File: config.mk
export PLATFORM = sky130hd
export DESIGN_NAME = ats_sequencer
export DESIGN_NICKNAME = d
export VERILOG_FILES = /design/src/rtl/ats_pkg.sv /design/src/rtl/ats_timeout.sv /design/src/rtl/ats_ack_field.sv /design/src/rtl/ats_fsm_core.sv /design/src/rtl/ats_sequencer.sv
export SDC_FILE = /design/constraint.sdc
export NUM_CORES = 1
export LEC_CHECK = 0
export BUFFER_PORTS_ARGS = -buffer_cell sky130_fd_sc_hd__buf_2
export CORE_MARGIN = 10
export CORE_UTILIZATION = 55
export CTS_CLUSTER_SIZE = 14
export DETAILED_ROUTE_END_ITERATION = 8
export PLACE_DENSITY = 0.83
export SLEW_MARGIN = 0
export SYNTH_ARGS = -nofsm -noshare
export SYNTH_HDL_FRONTEND = slang
export SYNTH_HIERARCHICAL = 1
export SYNTH_SLANG_ARGS = --single-unit
File: constraint.sdc
create_clock -name clk -period 7.6 [get_ports clk]
set_clock_uncertainty 0.2 [all_clocks]
set_input_delay 0.76 -clock clk [delete_from_list [all_inputs] [get_ports clk]]
set_output_delay 0.76 -clock clk [all_outputs]
set_load 0.02 [all_outputs]
File: src/rtl/ats_pkg.sv
package ats_pkg;
  typedef enum logic [2:0] {
    ST_IDLE,
    ST_WARM,
    ST_TX_PKT,
    ST_ACK_WAIT,
    ST_RX_WAIT,
    ST_ACK_TX
  } ats_state_e;
endpackage

File: src/rtl/ats_timeout.sv
module ats_timeout #(
  parameter int TW = 16
) (
  input  logic          clk,
  input  logic          rst_n,
  input  logic          run,
  input  logic [TW-1:0] limit,
  output logic          expire
);
  localparam logic [TW:0] ONE = {{TW{1'b0}}, 1'b1};
  logic [TW:0] cnt;

  // a limit of zero behaves as one: cnt+1 >= 0 holds on the first edge
  assign expire = run && ((cnt + ONE) >= {1'b0, limit});

  always_ff @(posedge clk) begin
    if (!rst_n || !run) cnt <= '0;
    else if (!expire)   cnt <= cnt + ONE;
  end
endmodule

File: src/rtl/ats_ack_field.sv
module ats_ack_field #(
  parameter int CW = 16
) (
  input  logic          clk,
  input  logic          rst_n,
  input  logic          load,
  input  logic [CW-1:0] crc_in,
  input  logic          active,
  input  logic          ack_ready,
  output logic          ack_valid,
  output logic [CW-1:0] ack_data
);
  logic pend;

  assign ack_valid = active && pend;

  always_ff @(posedge clk) begin
    if (!rst_n) begin
      pend     <= 1'b0;
      ack_data <= '0;
    end else if (load) begin
      pend     <= 1'b1;
      ack_data <= crc_in;
    end else if (ack_valid && ack_ready) begin
      pend     <= 1'b0;
    end
  end
endmodule

File: src/rtl/ats_fsm_core.sv
module ats_fsm_core
  import ats_pkg::*;
(
  input  logic       clk,
  input  logic       rst_n,
  input  logic       start_tx,
  input  logic       start_rx,
  input  logic       abort,
  input  logic       osc_ready,
  input  logic       synth_lock,
  input  logic       tx_done,
  input  logic       rx_pkt_valid,
  input  logic       rx_is_ack,
  input  logic       rx_crc_ok,
  input  logic       expire,
  output ats_state_e state,
  output logic       ack_load,
  output logic       done,
  output logic       acked
);
  logic mode_tx;
  logic good_ack;

  assign good_ack = rx_pkt_valid && rx_is_ack && rx_crc_ok;
  assign ack_load = !abort && (state == ST_RX_WAIT) &&
                    rx_pkt_valid && rx_crc_ok && !rx_is_ack;

  always_ff @(posedge clk) begin
    if (!rst_n) begin
      state   <= ST_IDLE;
      mode_tx <= 1'b0;
      done    <= 1'b0;
      acked   <= 1'b0;
    end else begin
      done <= 1'b0;
      if (abort) begin
        state <= ST_IDLE;
      end else begin
        unique case (state)
          ST_IDLE: begin
            if (start_tx || start_rx) begin
              state   <= ST_WARM;
              mode_tx <= start_tx;
            end
          end
          ST_WARM: begin
            if (osc_ready && synth_lock)
              state <= mode_tx ? ST_TX_PKT : ST_RX_WAIT;
          end
          ST_TX_PKT: begin
            if (tx_done) state <= ST_ACK_WAIT;
          end
          ST_ACK_WAIT: begin
            if (good_ack || expire) begin
              state <= ST_IDLE;
              done  <= 1'b1;
              acked <= good_ack;
            end
          end
          ST_RX_WAIT: begin
            if (ack_load) state <= ST_ACK_TX;
          end
          ST_ACK_TX: begin
            if (tx_done) begin
              state <= ST_RX_WAIT;
              done  <= 1'b1;
              acked <= 1'b1;
            end
          end
          default: state <= ST_IDLE;
        endcase
      end
    end
  end
endmodule

File: src/rtl/ats_sequencer.sv
module ats_sequencer
  import ats_pkg::*;
#(
  parameter int TW = 16,
  parameter int CW = 16
) (
  input  logic          clk,
  input  logic          rst_n,
  input  logic          start_tx,
  input  logic          start_rx,
  input  logic          abort,
  input  logic [TW-1:0] timeout_cycles,
  input  logic          osc_ready,
  input  logic          synth_lock,
  input  logic          tx_done,
  input  logic          rx_pkt_valid,
  input  logic          rx_is_ack,
  input  logic          rx_crc_ok,
  input  logic [CW-1:0] rx_crc,
  input  logic          ack_ready,
  output logic          osc_en,
  output logic          synth_en,
  output logic          tx_en,
  output logic          txbuf_sel,
  output logic          rx_en,
  output logic          rxbuf_wr_en,
  output logic          ack_valid,
  output logic [CW-1:0] ack_data,
  output logic          done,
  output logic          acked
);
  ats_state_e state;
  logic       expire;
  logic       ack_load;

  ats_fsm_core u_core (
    .clk, .rst_n, .start_tx, .start_rx, .abort, .osc_ready, .synth_lock,
    .tx_done, .rx_pkt_valid, .rx_is_ack, .rx_crc_ok, .expire,
    .state, .ack_load, .done, .acked
  );

  ats_timeout #(.TW(TW)) u_timeout (
    .clk, .rst_n,
    .run    (state == ST_ACK_WAIT),
    .limit  (timeout_cycles),
    .expire
  );

  ats_ack_field #(.CW(CW)) u_ack (
    .clk, .rst_n,
    .load      (ack_load),
    .crc_in    (rx_crc),
    .active    (state == ST_ACK_TX),
    .ack_ready,
    .ack_valid,
    .ack_data
  );

  assign osc_en      = (state != ST_IDLE);
  assign synth_en    = (state != ST_IDLE);
  assign tx_en       = (state == ST_TX_PKT) || (state == ST_ACK_TX);
  assign txbuf_sel   = (state == ST_TX_PKT);
  assign rx_en       = (state == ST_ACK_WAIT) || (state == ST_RX_WAIT);
  assign rxbuf_wr_en = (state == ST_RX_WAIT);
endmodule

* Word level (Yosys, flattened, before mapping)
Cells that the tools add are included.
** Cells by class
- Magnitude comparators :: 1
- Bitwise logic cells :: 2
- Equality and inequality tests :: 11
- Reduce and logical (&&, ||, !) cells :: 27
- $add $sub $neg :: 1
- Multiplexer cells :: 16
** Operator list (number)
- 3-bit 2-to-1 mux :: 7
- 3-bit case mux with 6 select lines :: 1
- 17-bit by 1-bit adder with 17-bit output, second input constant :: 1
- 17-bit by 16-bit >= comparator with 1-bit output :: 1
- 1-bit logical AND :: 10
- 3-bit by 2-bit == test with 1-bit output, second input constant :: 2
- 3-bit == test, second input constant :: 2
- 1-bit 2-to-1 mux :: 6
- 2-bit by 1-bit inequality test with 1-bit output, second input constant :: 3
- 2-bit inequality test, second input constant :: 3
- 6-bit AND reduction :: 1
- 1-bit logical OR :: 5
- 1-bit zero test :: 4
- 1-bit case mux with 2 select lines :: 2
- 4-bit AND reduction :: 1
- 2-bit nonzero test :: 2
- 3-bit by 1-bit == test with 1-bit output, second input constant :: 1
- 3-bit zero test :: 1
- 3-bit AND reduction :: 1
- 3-bit nonzero test :: 1
- 1-bit inverter :: 2
- 2-bit OR reduction :: 1
** Storage, ports and cells
- Word-level logic and storage cells :: 65
- Flip-flop bits (word level) :: 40
- Output and inout bits :: 25
- Input port bits :: 44

* Logic depth before layout (Yosys ltp)
Gate-level depths: netlist of run 1.
- Depth in word-level cells :: 7
- Mapped depth :: 18

* By module
The synthesis of run 1 kept the hierarchy.
** By module, submodules not included
- ats_timeout :: area an instance 1475.2 um^2, sequential area each 340.3 um^2, cells an instance 180, times used 1
- ats_ack_field :: area an instance 656.9 um^2, sequential area each 340.3 um^2, cells an instance 56, times used 1
- ats_fsm_core :: area an instance 414.1 um^2, sequential area each 120.1 um^2, cells an instance 50, times used 1
- ats_sequencer :: area an instance 68.8 um^2, sequential area each 0.0 um^2, cells an instance 10, times used 1

* Worst setup path after synthesis of run 1
Ideal clock, no wire load.
- Path type :: register to register
- From :: reg u_timeout.cnt[0]
- To :: reg u_core.acked
- Buffers on the path :: 1
- Period minus slack after synthesis :: 3930 ps
- Stages on the path, launching flop included :: 19
- Data arrival time :: 3614 ps
- Setup slack :: 3670 ps
- Setup time :: 115 ps
- Cell sequence :: dfxtp_1 -> ha_1 -> and3_1 -> and2_1 -> and3_1 -> nand3_1 -> xnor2_1 -> ha_1 -> a21oi_1 -> o21ai_1 -> a2111oi_0 -> o21ai_0 -> clkbuf_1 -> or2_1 -> and2_1 -> a31oi_1 -> o22ai_1 -> a21o_1 -> and3_1
** Between the ends
- Cells in the longest elaborated chain, start to end :: 6
** Ends and longest elaborated chain
- start, declared :: RTL line ats_timeout.sv:11 : logic [TW:0] cnt;
- start signal, assigned :: RTL line ats_timeout.sv:18 : else if (!expire) cnt <= cnt + ONE;
- 17-bit by 1-bit adder with 17-bit output :: RTL line ats_timeout.sv:14 : assign expire = run && ((cnt + ONE) >= {1'b0, limit});
- 17-bit by 16-bit >= comparator with 1-bit output :: RTL line ats_timeout.sv:14
- 1-bit logical AND :: RTL line ats_timeout.sv:14
- net expire :: RTL line ats_sequencer.sv:33 : logic expire;
- 1-bit logical OR :: RTL line ats_fsm_core.sv:54 : if (good_ack || expire) begin
- 2-bit inequality test (no line)
- 4-bit AND reduction (no line)
- end signal, assigned :: RTL line ats_fsm_core.sv:57 : acked <= good_ack;
- end, declared :: RTL line ats_fsm_core.sv:19 : output logic acked
The timed path passes the listed nets, and every way through them passes these cells.
A chain may end at the register's enable or synchronous reset.

* Worst setup path after layout of run 1
Same ends and word-level chain as after synthesis.

==> results.toml, run 1 <==
[status]
status = "completed"

[clock_network]
clkSlewWorstSetupHoldPaths_ps = 80
clockBufferDepth = 2
ctsResizeCount = 0
cts_tree = "yes"
root_buffer = "clkbuf_8"
cts_buffers = 5
postCtsSetupRepairBufs = 0
clock-sinks = 40
htree_num_levels = 2
hold_buffers = 0
clock_latency_ps = 290

[finish]
layout.nets = 420
final_core_util_pct = 64.70
drive_above_1_share_pct = 25.07
n_antenna_cell = 0
area_growth_syn_to_layout_pct = 15.31

[pwr]
p_leak_uw = 0.001262
intPower_uw = 288.8
pwr-share-seq_pct = 56.0
vdd_drop_max_mv = 0.1189
swShare_pct = 23.94
power.share.combinational_pct = 8.3
netSwitchingPower_uw = 90.91
p_per_area_mw_per_mm2 = 125.9
clkPwrFrac_pct = 35.8

[synth]
synth_commonest_cells = "40 x dfxtp_1, 21 x a21oi_1, 19 x nor2b_1"
yosysWarnings = 6
ys_seq_area_share_pct = 30.62
ys_async_sr_fraction_pct = 0
synth_cell_types = 55
syn-num-nets = 357
synth_most_common_cell = "dfxtp_1"
synth-main-ff-cell = "dfxtp_1"
syn-cell-area_mm2 = 0.002615
postSynthAreaPerCell_um2 = 8.834
synthCells = 296
synthTopCellsByArea = "dfxtp_1 31%, ha_1 8.1%, mux2i_1 6.5%"
synth_top_cell_by_area = "dfxtp_1"
synth.top_cell.area_share_pct = 30.62
synth_edf_count = 0
ys_ff_latch = 40

[route]
drt_iter0_markers = 165
via_count = 2407
wl_mm = 6.200
drtAntennaViolNets = 0
dr.pass1.iters = 4
vias_per_cell = 5.828
routedWlPerCell_um = 15.01
drc_errors = 0

[grt]
grt_usage_pct = 15.94
grt_remaining_overflow = 0
grt_pass1_vias = 2379
grt_max_degree = 32
grt_pass1_wl_mm = 10.27
grt_antenna_before_repair = 0

[sta]
setup_viol = 0
rsz0062_at_grt = "false"
period_minus_slack_ps = 4337
drv_slew = 0
relSlewSlack_pct = 56.59
setup_ws_ps = 3263
fmax_mhz = 230.6
hold_viol = 0
worst_pin_slew_ps = 650.2
min_period_over_period_pct = 57.07
fin_tns_setup_ps = 0

[die]
die_w_um = 88.96
die_h_um = 88.96
io-pin-count = 69
floorplan.die_area_mm2 = 0.007913
row_count = 25
start_util_pct = 56.11
core_area_mm2 = 0.004661

[placement]
dp_hpwl_mm = 4.718
port_buffers = 68
dp_slack_ps = 3289
gp_congestion = 0.8951

[worst_setup_path]
reg2reg_slack_ps = 3260
worst-path-max-fanout = 31
path_class = "reg2reg"
end_kind = "register"
cp.arrival_ps = 4330
startpoint_type = "register"
cp.required_ps = 7590

[min_path]
min-delay-path-class = "reg2reg"

[run]
drv_cap = 0
layer usage:
metal,share of wire (%),global-route usage (%)
met4,1.0,6.936
met3,6.9,4.467
met5,0,0
met2,48,25.40
met1,44,19.63
cell families (layout without fill, tap and decap cells):
logic type,Yosys count,count (layout),synth area share [%]
flip-flops,40,40,30.62
AO/OA/AOI/OAI,65,65,17.18
multiplexers,17,17,6.507
XOR/XNOR,14,14,4.689
adder cells (fa/ha/maj),17,17,8.134
AND/OR/NAND/NOR,111,111,26.17
buffers and inverters,32,95,6.698
layout make-up:
type | instances | area, um2
Inverter | 17 | 63.81
Multi-Input combinational cell | 224 | 1639
Timing Repair Buffer | 71 | 362.8
Clock buffer | 5 | 68.82
Fill cell | 395 | 1645
Sequential cell | 40 | 800.8
Tap cell | 54 | 67.56
Clock inverter | 2 | 12.51
critical path, cell delays in order (launching register included):
cell       delay [ps]
dfxtp_1           400
ha_1              270
and3_1            260
and2_1            160
and3_1            160
nand3_1           130
xnor2_1           160
ha_1              290
a21oi_1           130
o21ai_1            80
a2111oi_0         400
o21ai_1           110
buf_4             240
or2_1             270
and2_1            180
a31oi_1           300
o22ai_1           160
a21o_1            180
and3_1            150
registers in the layout (all words and copies together), names as in the netlist:
register        cells
u_core/state        3
u_core/done         1
u_timeout/cnt      17
u_core/mode_tx      1
u_ack/ack_data     16
u_core/acked        1
u_ack/pend          1
cells in the final DEF, fill, tap and decap left out, types with 5 or more instances in the layout:
master    count
a21oi_1      21
and2_1        8
buf_2        68
clkbuf_8      5
dfxtp_1      40
ha_1         17
inv_1        17
mux2i_1      17
nand2_1      18
nand3_1       7
nand4_1       8
nor2_1        8
nor2b_1      19
o21ai_1       5
o31ai_1      14
or4_1        12
xnor2_1      13
stage by stage:
stage	instance area [um2]	hold WS, ps	std cells	power, uW
2_1_floorplan	2615	274.9	296	233.6
3_3_place_gp	2934	287.9	406	248.1
3_5_place_dp	2934	301.3	406	248.6
4_1_cts	3015	319.5	413	382.8
5_1_grt	3015	338.5	413	394.7
6_report	3015	320.7	413	379.7
power by group through the flow:
stage	Sequential, uW	Combinational (uW)	Clock (uW)
final	212	31.3	136
after global placement	217	30.7	0
after detailed placement	217	31.3	0
after floorplan	216	17.3	0
after global routing	213	35.3	147
after CTS	212	31.5	139
path summary, 6_finish.rpt:
check / startpoint / end / cells after the start
worst max-delay path: u_timeout/cnt[0] / u_core/acked / 18
worst min register to register: u_ack/ack_data[7] / u_ack/ack_data[7] / 2
worst max register to register: u_timeout/cnt[0] / u_core/acked / 18
worst min-delay path: u_ack/ack_data[7] / u_ack/ack_data[7] / 2
No activity file was read; power rests on OpenSTA's default activity.
==> run 2: changes to the inputs <==
- CORE_UTILIZATION: 55 -> 48
- PLACE_DENSITY: 0.83 -> 0.77
- clock period: 7.6 -> 3.8 ns (I/O delays scaled with it)
==> run 2 against run 1 <==
Count of clock-buffer cells in the layout unchanged. Global-route usage shrank 1.8 points. Wire length increased by 4.5%. Clock power increased to 2.6 times the previous value. Via count hardly changed. Die area is 11% higher. Non-clock buffer count up 6. Critical endpoint is now u_core/state[0]. Largest power group unchanged.
==> results.toml, run 2 (synthesis gave the netlist of run 1 again) <==
[finish]
final_cell_mix = "68 x buf_2, 37 x dfxtp_1, 21 x a21oi_1"
top_regs = "u_timeout/cnt x17, u_ack/ack_data x16, u_core/state x3"
finalInstanceArea_mm2 = 0.003203
final_common_cell = "buf_2"
top_register = "u_timeout/cnt"
layout.nets = 426
fillerInstances = 451
drive_above_1_share_pct = 31.42
final_core_util_pct = 61.54
n_antenna_cell = 0
area_growth_syn_to_layout_pct = 22.49
largest_reg_flops = 17

[route]
via_count = 2408
dr.pass1.iters = 4
drtAntennaViolNets = 0
wl_mm = 6.479
drc_errors = 0
drt_iter0_markers = 102
routedWlPerCell_um = 14.86
vias_per_cell = 5.523

[sta]
fin_tns_setup_ps = 0
fmax_mhz = 277.4
rsz0062_at_grt = "false"
relSlewSlack_pct = 56.05
hold_viol = 0
setup_viol = 0
drv_slew = 0
worst_pin_slew_ps = 658.4
setup_ws_ps = 194.9
min_period_over_period_pct = 94.87
period_minus_slack_ps = 3605

[pwr]
p_per_area_mw_per_mm2 = 265.0
vdd_drop_max_mv = 0.2169
netSwitchingPower_uw = 197.0
swShare_pct = 23.21
intPower_uw = 651.9
p_leak_uw = 0.001339
clkPwrFrac_pct = 42.3
pwr-share-seq_pct = 50.1
power.share.combinational_pct = 7.6

[worst_setup_path]
worst-path-max-fanout = 5
path_class = "reg2reg"
r2r_end = "u_core/state[0]"
startpoint_type = "register"
r2r.worst_path.cells = 16
end_kind = "register"
cp.required_ps = 3820
reg2reg_slack_ps = 190
timing.rr.start = "u_timeout/cnt[5]"
cp.arrival_ps = 3620

[clock_network]
htree_num_levels = 2
cts_buffers = 5
cts_tree = "yes"
postCtsSetupRepairBufs = 0
clock_latency_ps = 300
root_buffer = "clkbuf_8"
hold_buffers = 0
clock-sinks = 40
clockBufferDepth = 2
clkSlewWorstSetupHoldPaths_ps = 90

[placement]
placed_area_mm2 = 0.003008
dp_slack_ps = -135.9
dp_hpwl_mm = 4.789
gp_congestion = 0.8712
port_buffers = 68

[grt]
grt_remaining_overflow = 0
grt_use_met3_pct = 4.956
use_met2_pct = 22.06
grt_pass1_wl_mm = 10.52
busiest_layer = "met2"
grt_max_degree = 31
grt_usage_pct = 14.18
grt_antenna_before_repair = 0
grtUsageMet1_pct = 18.04
grt_pass1_vias = 2324

[die]
floorplan.die_area_mm2 = 0.008800
row_count = 26
die_w_um = 93.81
core_area_mm2 = 0.005205
die_h_um = 93.81
start_util_pct = 50.24
io-pin-count = 69

[min_path]
hold_depth = 2
hold_end = "u_ack/pend"
hp-start = "ack_ready"
min-delay-path-class = "in2reg"

[run]
drv_cap = 0

[status]
status = "completed"
## run 2: cell types whose count changed in the layout (fill, tap and decap cells not counted), sizes merged
cell	change
buf	+6
bufinv	+1
clkinv	-1
inv	+1
## run 2: area by class of cell
class                           instances  area (um2)  area share (%)
Clock buffer                            5       68.82           2.148
Clock inverter                          3       46.29           1.445
Inverter                               17       63.81           1.992
Multi-Input combinational cell        224        1724           53.83
Sequential cell                        40       804.5           25.12
Tap cell                               70       87.58           2.734
Timing Repair Buffer                   77       407.9           12.73
## run 2: repair_timing
action / 4_1_cts / 5_1_grt
gates resized for setup: 4 / 18
hold endpoints to repair: 0 / 0
endpoints found under the setup margin: 4 / 5
pin swaps: 0 / 5
## run 2: through the flow
step / cells / total power (uW) / hold WS (ps)
floorplan: 296 / 467.3 / 274.9
global placement: 428 / 496.6 / 288.8
detailed placement: 428 / 497.8 / 297.8
CTS: 436 / 856.2 / 52.49
global route: 436 / 881.1 / 61.31
finish: 436 / 849.0 / 60.34
## run 2: worst max path at each step
stage,startpoint,to,slack (ps),depth (start not counted)
finish,u_timeout/cnt[5],u_core/state[0],190,16
global route,u_timeout/cnt[1],u_core/state[0],10,16
CTS,u_timeout/cnt[1],u_core/acked,40,17
detailed placement,u_timeout/cnt[0],u_core/acked,-140,16
global placement,u_timeout/cnt[0],u_core/acked,-40,16
floorplan,u_timeout/cnt[0],u_core/acked,5,18
## run 2: worst max-delay path, cell delays in order (launching register included)
cell and delay (ps):
dfxtp_1 430, and2_1 260, and2_4 180, and3_4 180, nand3_2 100, xnor2_1 150
ha_1 290, a21oi_1 140, o21ai_1 100, a2111oi_2 220, o21ai_1 140, or2_4 270
and2_4 180, nor3b_2 140, a21oi_1 110, a211oi_2 220, mux2i_1 210
## run 2: power by group through the flow
stage / clock network, uW / registers, uW / logic (uW)
after floorplan: 0 / 433 / 34.8
after global placement: 0 / 435 / 61.9
after detailed placement: 0 / 435 / 63.1
after CTS: 368 / 425 / 63.7
after global routing: 382 / 426 / 72.9
final: 359 / 425 / 64.9
## run 2: per-layer routing
layer  wire (um)  up-vias
met2        3058       64
li1            -     1225
met3         440        7
met1        2908     1112
met5           0        -
met4          72        0
==> run 3: changes to the inputs <==
- CORE_UTILIZATION: 48 -> 55
- PLACE_DENSITY: 0.77 -> 0.83
- clock period: 3.8 -> 4.15 ns (I/O delays scaled with it)
==> run 3 against run 2 <==
Design area is 4.3% lower. Largest power group unchanged. Worst hold slack better by 53 ps. Sequential share of layout area increased by 1.0 points. Highest routed layer unchanged. Critical endpoint is now u_core/acked.
==> results.toml, run 3 (synthesis gave the netlist of run 1 again) <==
[status]
status = "completed"

[die]
start_util_pct = 56.11
die_w_um = 88.96
die_h_um = 88.96
floorplan.die_area_mm2 = 0.007913
core_area_mm2 = 0.004661
io-pin-count = 69
row_count = 25

[grt]
grt_pass1_wl_mm = 10.43
grt_usage_pct = 16.29
grt_antenna_before_repair = 0
grt_max_degree = 31
grt_remaining_overflow = 0
grt_pass1_vias = 2359

[finish]
n_antenna_cell = 0
area_growth_syn_to_layout_pct = 17.27
final_common_cell = "buf_2"
final_core_util_pct = 65.80
top_regs = "u_timeout/cnt x17, u_ack/ack_data x16, u_core/state x3"
drive_above_1_share_pct = 26.67
layout.nets = 420
top_register = "u_timeout/cnt"
largest_reg_flops = 17
final_cell_mix = "68 x buf_2, 39 x dfxtp_1, 21 x a21oi_1"

[sta]
worst_pin_slew_ps = 661.7
relSlewSlack_pct = 55.83
period_minus_slack_ps = 3890
min_period_over_period_pct = 93.72
rsz0062_at_grt = "false"
fmax_mhz = 257.1
fin_tns_setup_ps = 0
hold_viol = 0
drv_slew = 0
setup_viol = 0

[placement]
gp_congestion = 0.8700
dp_hpwl_mm = 4.874
port_buffers = 68

[route]
drc_errors = 0
vias_per_cell = 5.848
routedWlPerCell_um = 15.69
drtAntennaViolNets = 0
drt_iter0_markers = 167
via_count = 2421
dr.pass1.iters = 4
wl_mm = 6.497

[clock_network]
clkSlewWorstSetupHoldPaths_ps = 90
cts_buffers = 5
ctsResizeCount = 0
clock_latency_ps = 300
clockBufferDepth = 2
hold_buffers = 0
clock-sinks = 40
postCtsSetupRepairBufs = 0
htree_num_levels = 2
root_buffer = "clkbuf_8"
cts_tree = "yes"

[pwr]
vdd_drop_max_mv = 0.1746
p_leak_uw = 0.001277
p_per_area_mw_per_mm2 = 256.0

[worst_setup_path]
worst-path-max-fanout = 5
cp.arrival_ps = 3890
startpoint_type = "register"
path_class = "reg2reg"
end_kind = "register"
cp.required_ps = 4150

[min_path]
min-delay-path-class = "in2reg"

[run]
drv_cap = 0
[run 3: worst max-delay path, cell delays in order, from the launching register on]
cell and delay (ps):
dfxtp_1 380, ha_2 240, and3_2 240, and2_1 150, nand3_1 140, xnor2_1 160
ha_1 310, nand4_1 130, nor3_1 80, a2111oi_2 410, o311ai_2 180, or2_1 300
and2_1 200, a31oi_2 220, o22ai_1 120, a21o_1 180, and3_1 150
[run 3: routing by layer]
layer  track usage (%)  up-vias  part of all wire, %
li1                  -     1219                    -
met1             19.76     1128                   43
met5                 0        -                    0
met4             6.069        0                  1.3
met3             4.467        7                  5.9
met2             26.86       67                   49
[run 3: report_power, final]
group | total (uW) | switching, uW | internal (uW)
Combinational | 59.0 | 28.6 | 30.5
Clock | 337 | 156 | 181
Sequential | 389 | 4.18 | 385
[run 3: final timing paths]
path	startpoint	endpoint	slack [ps]	cells past startpoint
worst max-delay path	u_timeout/cnt[1]	u_core/acked	260	16
worst min-delay path	ack_ready	u_ack/pend	110	2
worst max register to register	u_timeout/cnt[1]	u_core/acked	260	16
worst min register to register	u_timeout/cnt[16]	u_timeout/cnt[16]	310	1
[run 3: cell type report]
type                    instances  area (um2)
clock buffers                   5       68.82
clock inverters                 3       46.29
fillers                       378        1594
inverters                      17       63.81
multi-input cells             224        1655
flip-flops and latches         40       802.0
well taps                      54       67.56
repair buffers                 71       362.8
[run 3: per-stage QoR]
stage / area (um2) / total power, uW / setup slack (ps) / hold slack, ps / instances
2_1_floorplan: 2615 / 427.7 / 220.2 / 274.9 / 296
3_3_place_gp: 2934 / 454.6 / 214.9 / 289.0 / 406
3_5_place_dp: 2934 / 455.9 / 74.29 / 298.2 / 406
4_1_cts: 3049 / 787.5 / 31.36 / 106.1 / 414
5_1_grt: 3067 / 811.4 / 7.088 / 116.1 / 414
6_report: 3067 / 785.1 / 260.5 / 113.3 / 414
